### config.mk
export PLATFORM = sky130hd
export DESIGN_NAME = lp_event_timer
export DESIGN_NICKNAME = d
export VERILOG_FILES = /design/src/rtl/lpt_pkg.sv /design/src/rtl/lpt_prescaler.sv /design/src/rtl/lpt_counter.sv /design/src/rtl/lpt_fsm.sv /design/src/rtl/lpt_regs.sv /design/src/rtl/lp_event_timer.sv
export SDC_FILE = /design/constraint.sdc
export NUM_CORES = 1
export LEC_CHECK = 0
export BUFFER_PORTS_ARGS = -buffer_cell sky130_fd_sc_hd__buf_2
export CAP_MARGIN = 20
export CORE_ASPECT_RATIO = 1.25
export CORE_MARGIN = 10
export CORE_UTILIZATION = 30
export CTS_CLUSTER_SIZE = 30
export DETAILED_ROUTE_END_ITERATION = 8
export PLACE_DENSITY = 0.54
export SETUP_SLACK_MARGIN = 0.02
export SYNTH_ARGS = -nofsm -noshare
export SYNTH_HDL_FRONTEND = slang
export SYNTH_SLANG_ARGS = --single-unit
### constraint.sdc
create_clock -name clk -period 3.5 [get_ports clk]
set_clock_uncertainty 0.15 [all_clocks]
set_input_delay 0.35 -clock clk [delete_from_list [all_inputs] [get_ports clk]]
set_output_delay 0.35 -clock clk [all_outputs]
set_load 0.1 [all_outputs]
### src/rtl/lpt_pkg.sv
package lpt_pkg;

    typedef enum logic [1:0] {
        ST_OFF   = 2'd0,
        ST_ARMED = 2'd1,
        ST_ONCE  = 2'd2,
        ST_LOOP  = 2'd3
    } lpt_state_e;

    localparam int unsigned REG_CTRL   = 0;
    localparam int unsigned REG_CFG    = 1;
    localparam int unsigned REG_IEN    = 2;
    localparam int unsigned REG_STAT   = 3;
    localparam int unsigned REG_CLR    = 4;
    localparam int unsigned REG_RELOAD = 5;
    localparam int unsigned REG_COUNT  = 6;

    localparam int unsigned BIT_RUN  = 0;
    localparam int unsigned BIT_ONCE = 1;
    localparam int unsigned BIT_LOOP = 2;

    typedef struct packed {
        logic we;
        logic run;
        logic go_once;
        logic go_loop;
    } lpt_cmd_t;

endpackage

### src/rtl/lpt_prescaler.sv
module lpt_prescaler #(
    parameter int PSC_W = 3
) (
    input  logic             clk,
    input  logic             rst_n,
    input  logic             clear,
    input  logic             counting,
    input  logic [PSC_W-1:0] code,
    output logic             tick
);
    localparam int DIV_W = (1 << PSC_W) - 1;
    localparam logic [DIV_W-1:0] ONES = '1;

    logic [DIV_W-1:0] div_q;
    logic [DIV_W-1:0] last;

    // last value of the divider for ratio 2^code
    assign last = ~(ONES << code);
    assign tick = counting && (div_q == last);

    always_ff @(posedge clk or negedge rst_n) begin
        if (!rst_n) begin
            div_q <= '0;
        end else if (clear) begin
            div_q <= '0;
        end else if (counting) begin
            div_q <= tick ? '0 : div_q + 1'b1;
        end
    end
endmodule

### src/rtl/lpt_counter.sv
module lpt_counter #(
    parameter int CNT_W = 16
) (
    input  logic             clk,
    input  logic             rst_n,
    input  logic             clear,
    input  logic             tick,
    input  logic [CNT_W-1:0] reload,
    output logic             match
);
    logic [CNT_W-1:0] cnt_q;

    // reaching or passing the reload value ends the period
    assign match = tick && !clear && (cnt_q >= reload);

    always_ff @(posedge clk or negedge rst_n) begin
        if (!rst_n) begin
            cnt_q <= '0;
        end else if (clear) begin
            cnt_q <= '0;
        end else if (tick) begin
            cnt_q <= match ? '0 : cnt_q + 1'b1;
        end
    end
endmodule

### src/rtl/lpt_fsm.sv
module lpt_fsm
    import lpt_pkg::*;
(
    input  logic       clk,
    input  logic       rst_n,
    input  lpt_cmd_t   cmd,
    input  logic       match,
    output lpt_state_e state,
    output logic       enabled,
    output logic       counting,
    output logic       restart
);
    lpt_state_e state_d;
    logic       stop_req;
    logic       start_req;

    assign stop_req  = cmd.we && !cmd.run;
    assign start_req = cmd.we && cmd.run && (cmd.go_once || cmd.go_loop);

    always_ff @(posedge clk or negedge rst_n) begin
        if (!rst_n) begin
            state <= ST_OFF;
        end else begin
            state <= state_d;
        end
    end

    always_comb begin
        state_d = state;
        unique case (state)
            ST_OFF: begin
                if (cmd.we && cmd.run) begin
                    state_d = ST_ARMED;              // power-up
                end
            end
            ST_ARMED, ST_ONCE, ST_LOOP: begin
                if (stop_req) begin
                    state_d = ST_OFF;                // shutdown
                end else if (start_req && cmd.go_loop) begin
                    state_d = ST_LOOP;               // fire-loop
                end else if (start_req) begin
                    state_d = ST_ONCE;               // fire-once
                end else if (state == ST_ONCE && match) begin
                    state_d = ST_ARMED;              // expire
                end
            end
        endcase
    end

    always_comb begin
        enabled  = 1'b0;
        counting = 1'b0;
        restart  = 1'b0;
        unique case (state)
            ST_OFF: begin
                enabled = 1'b0;
            end
            ST_ARMED: begin
                enabled = 1'b1;
                restart = stop_req || start_req;
            end
            ST_ONCE, ST_LOOP: begin
                enabled  = 1'b1;
                counting = 1'b1;
                restart  = stop_req || start_req;
            end
        endcase
    end
endmodule

### src/rtl/lpt_regs.sv
module lpt_regs
    import lpt_pkg::*;
#(
    parameter int DATA_W     = 32,
    parameter int ADDR_W     = 3,
    parameter int CNT_W      = 16,
    parameter int PSC_W      = 3,
    parameter int PSC_LSB    = 9,
    parameter int RELOAD_RST = 1
) (
    input  logic              clk,
    input  logic              rst_n,
    input  logic              wr_en,
    input  logic [ADDR_W-1:0] addr,
    input  logic [DATA_W-1:0] wdata,
    input  logic              enabled,
    input  logic              match,
    output lpt_cmd_t          cmd,
    output logic [DATA_W-1:0] rdata,
    output logic [PSC_W-1:0]  psc_code,
    output logic              ie,
    output logic              flag,
    output logic [CNT_W-1:0]  reload
);
    localparam int NREG = REG_COUNT;

    logic [NREG-1:0] hit;
    logic            unused_wdata;

    for (genvar i = 0; i < NREG; i++) begin : g_dec
        assign hit[i] = wr_en && (addr == ADDR_W'(i));
    end

    assign unused_wdata = ^wdata;

    assign cmd.we      = hit[REG_CTRL];
    assign cmd.run     = wdata[BIT_RUN];
    assign cmd.go_once = wdata[BIT_ONCE];
    assign cmd.go_loop = wdata[BIT_LOOP];

    always_ff @(posedge clk or negedge rst_n) begin
        if (!rst_n) begin
            psc_code <= '0;
            ie       <= 1'b0;
            reload   <= CNT_W'(RELOAD_RST);
            flag     <= 1'b0;
        end else begin
            if (hit[REG_CFG] && !enabled) begin
                psc_code <= wdata[PSC_LSB +: PSC_W];
            end
            if (hit[REG_IEN] && !enabled) begin
                ie <= wdata[0];
            end
            if (hit[REG_RELOAD] && enabled && (wdata[CNT_W-1:0] != '0)) begin
                reload <= wdata[CNT_W-1:0];
            end
            if (match) begin
                flag <= 1'b1;
            end else if (hit[REG_CLR] && wdata[0]) begin
                flag <= 1'b0;
            end
        end
    end

    always_comb begin
        rdata = '0;
        case (addr)
            ADDR_W'(REG_CTRL):   rdata[BIT_RUN] = enabled;
            ADDR_W'(REG_CFG):    rdata[PSC_LSB +: PSC_W] = psc_code;
            ADDR_W'(REG_IEN):    rdata[0] = ie;
            ADDR_W'(REG_STAT):   rdata[0] = flag;
            ADDR_W'(REG_RELOAD): rdata[CNT_W-1:0] = reload;
            default:             rdata = '0;
        endcase
    end
endmodule

### src/rtl/lp_event_timer.sv
module lp_event_timer
    import lpt_pkg::*;
#(
    parameter int DATA_W     = 32,
    parameter int ADDR_W     = 3,
    parameter int CNT_W      = 16,
    parameter int PSC_W      = 3,
    parameter int PSC_LSB    = 9,
    parameter int RELOAD_RST = 1
) (
    input  logic              clk,
    input  logic              rst_n,
    input  logic              bus_wr,
    input  logic [ADDR_W-1:0] bus_addr,
    input  logic [DATA_W-1:0] bus_wdata,
    output logic [DATA_W-1:0] bus_rdata,
    output logic              irq
);
    lpt_cmd_t         cmd;
    lpt_state_e       state;
    logic             enabled;
    logic             counting;
    logic             restart;
    logic             tick;
    logic             match;
    logic [PSC_W-1:0] psc_code;
    logic             ie;
    logic             flag;
    logic [CNT_W-1:0] reload;

    lpt_regs #(
        .DATA_W(DATA_W), .ADDR_W(ADDR_W), .CNT_W(CNT_W),
        .PSC_W(PSC_W), .PSC_LSB(PSC_LSB), .RELOAD_RST(RELOAD_RST)
    ) u_regs (
        .clk(clk), .rst_n(rst_n), .wr_en(bus_wr), .addr(bus_addr),
        .wdata(bus_wdata), .enabled(enabled), .match(match), .cmd(cmd),
        .rdata(bus_rdata), .psc_code(psc_code), .ie(ie), .flag(flag),
        .reload(reload)
    );

    lpt_fsm u_fsm (
        .clk(clk), .rst_n(rst_n), .cmd(cmd), .match(match), .state(state),
        .enabled(enabled), .counting(counting), .restart(restart)
    );

    lpt_prescaler #(.PSC_W(PSC_W)) u_psc (
        .clk(clk), .rst_n(rst_n), .clear(restart), .counting(counting),
        .code(psc_code), .tick(tick)
    );

    lpt_counter #(.CNT_W(CNT_W)) u_cnt (
        .clk(clk), .rst_n(rst_n), .clear(restart), .tick(tick),
        .reload(reload), .match(match)
    );

    assign irq = flag & ie;
endmodule

==> run metrics, run 1 <==
run status finished, final reports clean; dpl cells 517; met2 GRT Util 0.198; Mapped Avg Cell Area 9.01 µm²; r2r startpoint u_regs.reload[0]$_DFFE_PN1P_; worst rel slew slack 0.489; Cell Count, Final, Fillers Out 527; port buffer count 38; Synth area leaders dfrtp_1 35%, ha_1 7.0%, mux2_2 6.3%; setup violators final 0; Yosys warnings 0; initial antenna violation count 0; CTS buffer count 5; WP depth 7; Antenna Nets Post-Route 0; Initial Util 0.304; critical path capture point type flop; critical path startpoint u_regs.reload[0]$_DFFE_PN1P_; Critical path buffers and inverters 0; H-Tree Depth 2; Vias/cell 5.26; vias in the first global route 2,683; Slew Viols, Final 0; Post-Synthesis Cells 357; Fin Setup TNS 0 ns; core area 10,600 µm²; HPWL Detailed 6.56 mm; global route total overflow 0; final core utilization 0.346; all-layer global routing usage 0.112; Yosys top cell by area dfrtp_1; FF+latch count, synth 46; worst path arrival time 2.83 ns; Leakage Power 1.65 nW; unique cell type count in the Yosys netlist 64; Req. time, crit path 3.52 ns; Root Driver clkbuf_16; met3 Use GR 0.0182; count leader, synth dfrtp_1; Wirelength per Cell 16.2 µm; Vias 2,770; reg2reg setup slack 0.69 ns; Synth top area share 0.350; Worst-Margin Slew 0.765 ns; Row Count 42; nets 450; share of layout cells above drive strength 1 0.210; area of the die 15,300 µm²; Max Fanout on Critical Path 13; largest net degree at the start of global routing 47; total setup buffers inserted after CTS 0; Final Cycle Share 0.803; global-route wire length before repair 14.2 mm; peak supply drop 316 µV; Placer Congestion 0.847; synth cell count leaders 45 x dfrtp_1, 27 x nand2_1, 25 x inv_1; Synth Flop Type dfrtp_1; GRT busiest layer met2; TritonRoute pass-1 iters 4; DIE HEIGHT 136 µm; Die Wd 113 µm; Final Hold Fails 0; worst r2r path cells 7; Seq/Total Area, Yosys 0.358; CP startpoint kind flop; Power Density 544 nW/µm²; worst skew pair latency 0.29 ns; final WL 8.54 mm; I/O Pins 71; Area Growth Syn to Fin 13.8%; asr flop ratio synth 1.00; CP max-delay cell dfstp_2; Syn Std Cell Area 3220 µm²; Clk pin slew, worst setup/hold paths 0.06 ns; CP Cell Sequence ha_1, nand2b_1, a2111o_1, a221oi_1, o21a_1, nor2_4, a2111oi_1; slowest stage delay, CP 0.57 ns; clock sinks 46; fmax 356 MHz; Iteration-0 DRC Markers 135; RSZ-0062 raised after global routing false; Max Cap Viol 0; clock buffer depth 2; DRC 0; Min Clock Period, post-route 2.81 ns; Top delay family on crit path compound AO/OA/AOI/OAI gates; end of the critical path u_cnt.cnt_q[8]$_DFFE_PN0P_; min-delay worst type in -> reg; TritonCTS clock tree done; number of synthesized flops with an enable pin 0; n_diodes 0; grt met1 use 0.132; Critical R2R Capture u_cnt.cnt_q[8]$_DFFE_PN0P_; kind of critical path reg -> reg
## layout make-up
cell class | count | area (µm²)
Fill cell | 1088 | 6900
Tap cell | 132 | 165
Clock inverter | 3 | 40.0
Timing Repair Buffer | 43 | 243
Multi-Input combinational cell | 273 | 1840
Sequential cell | 46 | 1150
Inverter | 25 | 93.8
Clock buffer | 5 | 125
## timing repair
action	4_1_cts	5_1_grt
hold endpoints to repair	0	7
resized for setup	0	0
hold buffers	0	1
## stage by stage
| stage | worst slack [ns] | instance area [µm²] | total power [mW] | hold slack, ns |
|---|---|---|---|---|
| floorplan | 0.0657 | 3270 | 1.30 | -0.0956 |
| detailed placement | 0.704 | 3460 | 1.45 | 0.334 |
| global placement | 0.681 | 3460 | 1.44 | 0.308 |
| global route | 0.358 | 3660 | 2.12 | 0.160 |
| CTS | 0.669 | 3630 | 2.00 | 0.143 |
| finish | 0.689 | 3660 | 1.99 | 0.150 |
## cell usage in the layout (no fill, tap or decap), drive strengths merged, types with 5 or more instances in the layout
cell and instances:
clkbuf 5, o21ai 13, mux2i 7, mux2 18
and3 5, nand2 27, nand4 7, conb 16
nor3 23, ha 18, buf 42, xnor2 6
a21oi 19, or4 5, nand3 17, dfrtp 45
inv 25, nor4 14, nor2 24
## registers in the layout, summed over array words and instances (netlist names)
signal / count
u_cnt.cnt_q: 16
u_regs.reload: 16
u_psc.div_q: 7
u_regs.psc_code: 3
u_fsm.state: 2
u_regs.flag: 1
u_regs.ie: 1
## tightest hold or removal path, stage by stage
cell,delay [ns]
buf_2,0.10
nand2_1,0.04
o21ai_0,0.06
## kinds of logic after synthesis
group | share of synthesized area
flops | 0.358
xor+xnor | 0.0191
simple gates | 0.246
buf+inv | 0.0868
other cells | 0.00117
compound gates | 0.134
fa+ha+maj | 0.0700
mux | 0.0848
## layer usage
layer	vias up	routed length [µm]	share of wire
met1	1353	3690	0.43
met3	11	281	0.033
li1	1351	-	-
met4	0	157	0.018
met2	55	4420	0.52
met5	-	0	0
## worst min path at each step
| stage | startpoint | endpoint | slack (ns) | depth (start not counted) |
|---|---|---|---|---|
| 6_report | bus_wdata[9] | u_regs.psc_code[0]$_DFFE_PN0P_ | 0.15 | 3 |
| 5_1_grt | bus_wdata[15] | u_regs.reload[15]$_DFFE_PN0P_ | 0.16 | 2 |
| 4_1_cts | bus_wdata[9] | u_regs.psc_code[0]$_DFFE_PN0P_ | 0.14 | 3 |
| 3_5_place_dp | u_regs.reload[8]$_DFFE_PN0P_ | u_regs.reload[8]$_DFFE_PN0P_ | 0.33 | 2 |
| 3_3_place_gp | u_regs.reload[8]$_DFFE_PN0P_ | u_regs.reload[8]$_DFFE_PN0P_ | 0.31 | 2 |
| 2_1_floorplan | rst_n | u_cnt.cnt_q[0]$_DFFE_PN0P_ | -0.1 | 0 |
## power breakdown
| part | switching, mW | total [mW] | internal (mW) | leakage (nW) |
|---|---|---|---|---|
| clock | 0.208 | 0.542 | 0.335 | 0.0836 |
| sequential | 0.125 | 0.757 | 0.633 | 0.580 |
| combinational | 0.460 | 0.691 | 0.231 | 0.990 |
Note: power is estimated with default switching activity, not from simulation.
==> run 2: changes to the inputs <==
Settings changed: PLACE_DENSITY 0.54 to 0.56.
Clock period 3.5 ns to 2.3 ns, I/O delays scaled along.
==> run 2 against run 1 <==
Compared with the run above:
- the run now ends with setup timing left
- highest routed layer unchanged
- flip-flop and latch count stayed put
- die area stayed put
- first-iteration DRC count is 44% lower
- cell count is 12% higher
- worst setup slack worse by 0.91 ns
- power is 79% higher
- fmax is 11% higher
- register-to-register slack worse by 0.91 ns
- critical path depth is 1 higher
- critical endpoint is now u_cnt.cnt_q[12]$_DFFE_PN0P_
==> run metrics, run 2 (synthesis results as in run 1) <==
violated checks setup timing; worst hold slack 0.0386 ns; CP Cell Sequence or4_4, nor3_4, a211oi_2, or4_4, buf_4, buf_4, a21oi_2, o22ai_1; RSZ-0062 raised after global routing true; DIE HEIGHT 136 µm; fin worst setup slack -0.222 ns; clock buffer depth 2; Cell Count, Final, Fillers Out 591; Min Clock Period, post-route 2.52 ns; met2 GRT Util 0.239; largest net degree at the start of global routing 27; Slew Viols, Final 0; Final Cycle Share 1.10; Wirelength per Cell 16.5 µm; Req. time, crit path 2.32 ns; commonest non-fill, non-tap cell in the layout buf_4; initial antenna violation count 0; Area Growth Syn to Fin 46.7%; TritonCTS clock tree done; kind of critical path reg -> reg; H-Tree Depth 2; area of the die 15,300 µm²; core area 10,600 µm²; Power Density 755 nW/µm²; Max Fanout on Critical Path 4; port buffer count 38; CP startpoint kind flop; peak supply drop 548 µV; clock sinks 46; met3 Use GR 0.0284; DP Worst Slack -0.282 ns; Top delay family on crit path simple AND/OR/NAND/NOR gates; run status finished, violations left; TritonRoute pass-1 iters 4; Antenna Nets Post-Route 0; Root Driver clkbuf_16; global-route wire length before repair 16.2 mm; Clk pin slew, worst setup/hold paths 0.07 ns; I/O Pins 71; Largest regs u_cnt.cnt_q (16), u_regs.reload (16), u_psc.div_q (7); slowest stage delay, CP 0.57 ns; grt met1 use 0.140; worst path arrival time 2.55 ns; final core utilization 0.447; Max Cap Viol 0; nets 514; dpl cells 572; HPWL Detailed 7.52 mm; min-delay worst type in -> reg; Worst-Margin Slew 0.671 ns; setup violators final 20; fmax 396 MHz; share of layout cells above drive strength 1 0.423; Vias 3,037; DRC 0; n_diodes 0; worst skew pair latency 0.29 ns; Iteration-0 DRC Markers 76; GRT busiest layer met2; Initial Util 0.304; worst rel slew slack 0.553; global route total overflow 0; CP max-delay cell or4_4; Total Power 3.56 mW; Vias/cell 5.14; Die Wd 113 µm; CTS buffer count 5; final WL 9.73 mm; critical path capture point type flop; Leakage Power 2.09 nW; vias in the first global route 3,278; Critical path buffers and inverters 2; all-layer global routing usage 0.128; Row Count 42; Placer Congestion 0.868; Final Hold Fails 0; most frequent cells in the layout 57 x buf_4, 44 x dfrtp_1, 26 x nand2_1
-- run 2: final timing paths --
path	start	end	slack, ns	cells after the start
worst max register to register	u_regs.psc_code[1]$_DFFE_PN0P_	u_cnt.cnt_q[12]$_DFFE_PN0P_	-0.22	8
worst max-delay path	u_regs.psc_code[1]$_DFFE_PN0P_	u_cnt.cnt_q[12]$_DFFE_PN0P_	-0.22	8
worst min-delay path	bus_wdata[15]	u_regs.reload[15]$_DFFE_PN0P_	0.04	2
max in group asynchronous	rst_n	u_regs.reload[0]$_DFFE_PN1P_	1.01	3
min in group asynchronous	rst_n	u_psc.div_q[6]$_DFFE_PN0P_	0.36	2
worst min register to register	u_regs.reload[8]$_DFFE_PN0P_	u_regs.reload[8]$_DFFE_PN0P_	0.32	2
-- run 2: through the flow --
step / instance area [µm²] / setup TNS, ns
2_1_floorplan: 3420 / -4.41
3_3_place_gp: 4300 / -3.40
3_5_place_dp: 4300 / -4.08
4_1_cts: 4560 / -3.57
5_1_grt: 4720 / -4.89
6_report: 4720 / -3.53
-- run 2: where the power goes --
| group | total (mW) | internal, mW | switching (mW) | leakage [nW] |
|---|---|---|---|---|
| Sequential | 1.10 | 0.964 | 0.132 | 0.579 |
| Combinational | 1.71 | 0.746 | 0.963 | 1.44 |
| Clock | 0.757 | 0.431 | 0.325 | 0.0729 |
-- run 2: per-layer routing --
metal / wire, µm / vias to the layer above
li1: - / 1471
met1: 3880 / 1486
met2: 5200 / 65
met3: 403 / 15
met4: 240 / 0
met5: 0 / -
-- run 2: repair_timing --
item	in CTS	in global routing
gates cloned	0	0
gates resized for setup	12	23
hold endpoints to repair	25	0
buffers inserted	5	5
endpoints found under the setup margin	25	26
pin swaps	11	10
hold buffers	1	0
-- run 2: worst reg2reg max path, cell delays in order (launching register included) --
cell and delay, ns:
dfrtp_1 0.43, or4_4 0.57, nor3_4 0.13, a211oi_2 0.08, or4_4 0.56, buf_4 0.16, buf_4 0.14, a21oi_2 0.10
o22ai_1 0.08
-- run 2: area by class of cell --
class,instances,area (µm²)
clock buffers,6,139
fillers,1032,5840
well taps,132,165
repair buffers,107,1030
multi-input cells,273,2130
clock inverters,2,12.5
inverters,25,93.8
flip-flops and latches,46,1150
